===== config.mk =====
export PLATFORM = sky130hd
export DESIGN_NAME = irqc_dual_bank
export DESIGN_NICKNAME = d
export VERILOG_FILES = /design/src/rtl/irqc_pkg.sv /design/src/rtl/irqc_sync.sv /design/src/rtl/irqc_bank.sv /design/src/rtl/irqc_dual_bank.sv
export SDC_FILE = /design/constraint.sdc
export NUM_CORES = 1
export LEC_CHECK = 0
export CORE_ASPECT_RATIO = 1.4
export CORE_UTILIZATION = 60
export DETAILED_ROUTE_END_ITERATION = 8
export PLACE_DENSITY = 0.94
export SKIP_CTS_REPAIR_TIMING = 1
export SKIP_LAST_GASP = 1
export SYNTH_ARGS = -nofsm -noshare
export SYNTH_HDL_FRONTEND = slang
export SYNTH_SLANG_ARGS = --single-unit

===== constraint.sdc =====
create_clock -name clk -period 2.5 [get_ports clk]
set_input_delay 0.375 -clock clk [delete_from_list [all_inputs] [get_ports clk]]
set_output_delay 0.375 -clock clk [all_outputs]
set_load 0.02 [all_outputs]

===== src/rtl/irqc_pkg.sv =====
package irqc_pkg;
   typedef enum logic [1:0] {
      KIND_ENABLE   = 2'd0,
      KIND_POLARITY = 2'd1,
      KIND_STATUS   = 2'd2
   } reg_kind_e;

   localparam int NUM_KINDS = 3;

   function automatic int reg_index(reg_kind_e kind, int bank, int nbanks);
      return int'(kind) * nbanks + bank;
   endfunction
endpackage


===== src/rtl/irqc_sync.sv =====
module irqc_sync #(
   parameter int W      = 64,
   parameter int STAGES = 2
) (
   input  logic         clk,
   input  logic         rst_n,
   input  logic [W-1:0] async_in,
   output logic [W-1:0] sync_out
);
   generate
      if (STAGES < 2) begin : g_bad_stages
         $error("irqc_sync: STAGES must be at least 2");
      end
   endgenerate

   logic [STAGES-1:0][W-1:0] chain_q;

   always_ff @(posedge clk or negedge rst_n) begin
      if (!rst_n) chain_q[0] <= '0;
      else        chain_q[0] <= async_in;
   end

   generate
      for (genvar s = 1; s < STAGES; s++) begin : g_stage
         always_ff @(posedge clk or negedge rst_n) begin
            if (!rst_n) chain_q[s] <= '0;
            else        chain_q[s] <= chain_q[s-1];
         end
      end
   endgenerate

   assign sync_out = chain_q[STAGES-1];
endmodule


===== src/rtl/irqc_bank.sv =====
module irqc_bank #(
   parameter int W = 32
) (
   input  logic         clk,
   input  logic         rst_n,
   input  logic [W-1:0] line_s,
   input  logic         wr_en_sel,
   input  logic         wr_pol_sel,
   input  logic         wr_clr_sel,
   input  logic [W-1:0] wr_data,
   output logic [W-1:0] en_q,
   output logic [W-1:0] pol_q,
   output logic [W-1:0] stat_q,
   output logic         req
);
   generate
      if (W < 1 || W > 32) begin : g_bad_width
         $error("irqc_bank: W must be 1..32");
      end
   endgenerate

   logic [W-1:0] adj;
   logic [W-1:0] prev_q;
   logic [W-1:0] edge_v;
   logic [W-1:0] cap;
   logic [W-1:0] clr_mask;

   assign adj      = line_s ^ pol_q;
   assign edge_v   = adj & ~prev_q;
   assign cap      = edge_v & en_q;
   assign clr_mask = wr_clr_sel ? wr_data : '0;
   assign req      = |(stat_q & en_q);

   always_ff @(posedge clk or negedge rst_n) begin
      if (!rst_n) begin
         en_q   <= '0;
         pol_q  <= '0;
         prev_q <= '0;
         stat_q <= '0;
      end else begin
         if (wr_en_sel)  en_q  <= wr_data;
         if (wr_pol_sel) pol_q <= wr_data;
         prev_q <= adj;
         stat_q <= (stat_q & ~clr_mask) | cap;
      end
   end


   disabled_no_set_chk: assert property (@(posedge clk) disable iff (!rst_n)
      1'b1 |=> ((stat_q & ~$past(stat_q) & ~$past(en_q)) == '0));


   set_needs_edge_chk: assert property (@(posedge clk) disable iff (!rst_n)
      1'b1 |=> ((stat_q & ~$past(stat_q) & ~$past(cap)) == '0));


   edge_wins_chk: assert property (@(posedge clk) disable iff (!rst_n)
      1'b1 |=> (($past(cap) & ~stat_q) == '0));


   clear_takes_chk: assert property (@(posedge clk) disable iff (!rst_n)
      wr_clr_sel |=> ((stat_q & $past(wr_data) & ~$past(cap)) == '0));
endmodule


===== src/rtl/irqc_dual_bank.sv =====
module irqc_dual_bank
   import irqc_pkg::*;
#(
   parameter int NUM_BANKS   = 2,
   parameter int BANK_W      = 32,
   parameter int SYNC_STAGES = 2
) (
   input  logic                          clk,
   input  logic                          rst_n,
   input  logic [NUM_BANKS*BANK_W-1:0]   irq_lines,
   input  logic                          wr_en,
   input  logic [$clog2(NUM_KINDS*NUM_BANKS)-1:0] wr_addr,
   input  logic [BANK_W-1:0]             wr_data,
   input  logic [$clog2(NUM_KINDS*NUM_BANKS)-1:0] rd_addr,
   output logic [BANK_W-1:0]             rd_data,
   output logic                          host_irq
);
   localparam int NUM_LINES = NUM_BANKS * BANK_W;
   localparam int ADDR_W    = $clog2(NUM_KINDS * NUM_BANKS);

   generate
      if (NUM_BANKS < 1) begin : g_bad_banks
         $error("irqc_dual_bank: NUM_BANKS must be at least 1");
      end
   endgenerate

   logic [NUM_LINES-1:0]                 lines_s;
   logic [NUM_BANKS-1:0][BANK_W-1:0]     en_a;
   logic [NUM_BANKS-1:0][BANK_W-1:0]     pol_a;
   logic [NUM_BANKS-1:0][BANK_W-1:0]     stat_a;
   logic [NUM_BANKS-1:0]                 bank_req;

   irqc_sync #(.W(NUM_LINES), .STAGES(SYNC_STAGES)) u_sync (
      .clk      (clk),
      .rst_n    (rst_n),
      .async_in (irq_lines),
      .sync_out (lines_s)
   );

   generate
      for (genvar b = 0; b < NUM_BANKS; b++) begin : g_bank
         logic sel_en, sel_pol, sel_clr;
         assign sel_en  = wr_en && (wr_addr == ADDR_W'(reg_index(KIND_ENABLE,   b, NUM_BANKS)));
         assign sel_pol = wr_en && (wr_addr == ADDR_W'(reg_index(KIND_POLARITY, b, NUM_BANKS)));
         assign sel_clr = wr_en && (wr_addr == ADDR_W'(reg_index(KIND_STATUS,   b, NUM_BANKS)));

         irqc_bank #(.W(BANK_W)) u_bank (
            .clk        (clk),
            .rst_n      (rst_n),
            .line_s     (lines_s[b*BANK_W +: BANK_W]),
            .wr_en_sel  (sel_en),
            .wr_pol_sel (sel_pol),
            .wr_clr_sel (sel_clr),
            .wr_data    (wr_data),
            .en_q       (en_a[b]),
            .pol_q      (pol_a[b]),
            .stat_q     (stat_a[b]),
            .req        (bank_req[b])
         );
      end
   endgenerate

   always_comb begin
      rd_data = '0;
      for (int b = 0; b < NUM_BANKS; b++) begin
         if (rd_addr == ADDR_W'(reg_index(KIND_ENABLE, b, NUM_BANKS)))   rd_data = en_a[b];
         if (rd_addr == ADDR_W'(reg_index(KIND_POLARITY, b, NUM_BANKS))) rd_data = pol_a[b];
         if (rd_addr == ADDR_W'(reg_index(KIND_STATUS, b, NUM_BANKS)))   rd_data = stat_a[b];
      end
   end

   always_ff @(posedge clk or negedge rst_n) begin
      if (!rst_n) host_irq <= 1'b0;
      else        host_irq <= |bank_req;
   end


   host_follow_chk: assert property (@(posedge clk) disable iff (!rst_n)
      1'b1 |=> (host_irq == $past(|(stat_a & en_a))));
endmodule


==> results.yml <==
detailed_routing:
  vias: 10900
  ant_nets: 0
  drc: 0
  via_per_inst: 6.61
  dr.pass1.iters: 7
  routed_wirelength_um: 42400
  avgRoutedWirePerCell_um: 25.8
  first_iter_violations: 1365
clock_tree:
  h-tree-depth: 2
  cts_tree: "done"
  clockRootBuffer: "clkbuf_16"
  clkTransAtPathRegs_ns: 0.06
  clk_latency_ns: 0.52
  cts.sinks: 385
  clk_path_buf_depth: 3
  cts_buffers: 36
grt:
  antenna_found_initial: 0
  first_global_vias: 11800
  grt_first_pass_wirelength_um: 65200
  track_usage_pct: 33.8
  grt-ovfl-total: 0
  grt_max_degree: 74
yosys:
  yosys_warnings: 0
  async_flop_share_pct: 100
  syn_nets: 1238
  yosys.cell_types.count: 34
  synth-main-ff-cell: "dfrtp_1"
  synth-edff-count: 0
  synth_area_mm2: 0.0151
  synthTopCellsByArea: "dfrtp_1, mux2_2, a32o_1"
  synth_largest_type_area_fraction_pct: 63.7
  yosys.area.top_type: "dfrtp_1"
  synth_seq_cells: 385
  syn_avg_cell_area_um2: 13.4
  syn-instance-count: 1133
  seq_area_frac_synth_pct: 63.7
die:
  core_mm2: 0.0247
  die_area_mm2: 0.0259
  rows: 68
  start_util_pct: 61.3
  die-height_um: 190
  pin_count: 138
  fp.dieW_um: 136
final_layout:
  fillers: 1331
  area_delta_synth_final_pct: 22.4
  final_cell_area_mm2: 0.0185
  layout-drive-gt1-share_pct: 18.6
  final_cell_mix: "dfrtp_1, mux2_2, clkdlybuf4s50_1"
  final_common_cell: "dfrtp_1"
  stdcell_count: 1642
  n_antenna_cell: 0
  nNetsFinal: 1406
  final_util_pct: 75.0
worst_setup_path:
  endpoint_kind: "primary output"
  required_ns: 2.12
  cp_max_fo: 20
  cp_data_arrival_time_ns: 2.05
  crit_type: "input port to primary output"
  critPathLaunchType: "input port"
sta:
  slew_violations: 0
  finClkSkew_ns: 0.0107
  post-route-min-period_ns: 2.42
  rsz0062_at_grt: "false"
  relSlewSlack_pct: 62.0
  fin_setup_tns_ns: 0
  fmax_mhz: 413
  hold_viol_final: 0
  period_share_pct: 96.9
  worstMarginPinSlew_ns: 0.570
  finalSetupViolations: 0
min_path:
  hold_path.class: "input port to flip-flop"
placed_design:
  place_inst: 1577
  port_buffers: 137
  routabilityCongestion: 0.883
  dpl_cell_area_mm2: 0.0172
  hpwl_um: 25200
pwr:
  vdd_drop_max_uv: 821
  power_uw: 17600
  p_leak_uw: 0.00830
  power_density_mw_per_mm2: 953
outcome:
  status: "finished, final reports clean"
flow_run:
  maxCapViolations: 0
metrics by stage:
| stage | hold WS (ns) | setup WS [ns] |
|---|---|---|
| after detailed placement | 0.335 | -0.457 |
| after global placement | 0.333 | -0.457 |
| final | 0.284 | 0.0778 |
| after floorplan | 0.0794 | 0.507 |
| after CTS | -0.190 | -0.537 |
| after global routing | 0.274 | 0.00301 |
synth_stat cells (4+ instances only):
| cell type | instances |
|---|---|
| dfrtp_1 | 385 |
| mux2_2 | 122 |
| nand2_1 | 98 |
| inv_1 | 96 |
| a32o_1 | 64 |
| xor2_1 | 64 |
| o21ai_0 | 63 |
| mux2_1 | 37 |
| nand2b_1 | 32 |
| a2bb2oi_1 | 31 |
| o221ai_1 | 31 |
| buf_2 | 26 |
| clkbuf_1 | 26 |
| a221oi_1 | 16 |
| a22o_1 | 16 |
| nand4_1 | 4 |
cell families after synthesis:
family          count (synthesis)  synth area share [%]
simple gates                  146                  4.69
compound gates                227                  12.0
mux                           159                  11.8
buf+inv                       152                  4.06
xor+xnor                       64                  3.70
flops                         385                  63.7
worst paths after layout:
check | from | end | slack, ns | cells after the start
setup / recovery | rd_addr[2] | rd_data[17] | 0.08 | 6
hold / removal | irq_lines[37] | u_sync.chain_q[37] | 0.28 | 1
setup reg to reg | g_bank[1].u_bank.en_q[16] | host_irq | 0.27 | 5
hold reg to reg | u_sync.chain_q[20] | u_sync.sync_out[20] | 0.34 | 0
max in group asynchronous | rst_n | g_bank[0].u_bank.en_q[3] | 1.21 | 3
min in group asynchronous | rst_n | g_bank[0].u_bank.en_q[8] | 0.38 | 2
worst max-delay path, cell delays in order:
cell and delay [ns]:
buf_2 0.28, buf_4 0.31, mux2_2 0.38, o221ai_1 0.23, o21ai_0 0.20, dlymetal6s2s_1 0.25
layout make-up:
class / instances / area [um2] / area share [%]
clock buffer: 49 / 1050 / 5.68
timing repair buffer: 186 / 2000 / 10.8
sequential: 385 / 9630 / 52.0
clock inverter: 15 / 173 / 0.933
multi-input combinational: 596 / 4910 / 26.5
inverter: 96 / 360 / 1.95
tap: 315 / 394 / 2.13
layer usage:
layer	GRT usage [%]	wire (um)	up-vias	share of wire, %
met2	54.3	20700	861	49
li1	-	-	4339	-
met5	0	0	-	0
met1	40.2	14300	5375	34
met3	7.43	4330	278	10
met4	23.8	3130	0	7.4
registers in the layout, summed over array words and instances, names as in the netlist:
signal / count
g_bank.u_bank.en_q: 64
g_bank.u_bank.pol_q: 64
g_bank.u_bank.prev_q: 64
g_bank.u_bank.stat_q: 64
u_sync.chain_q: 64
u_sync.sync_out: 64
host_irq: 1
power by group:
group          leakage (uW)  total [uW]  internal (uW)  switching [uW]
logic               0.00326        3310           1660            1650
registers           0.00443        8690           7490            1190
clock network      0.000612        5650           3280            2370
total               0.00830       17600          12400            5220
Note: power is estimated with default switching activity, not from simulation.
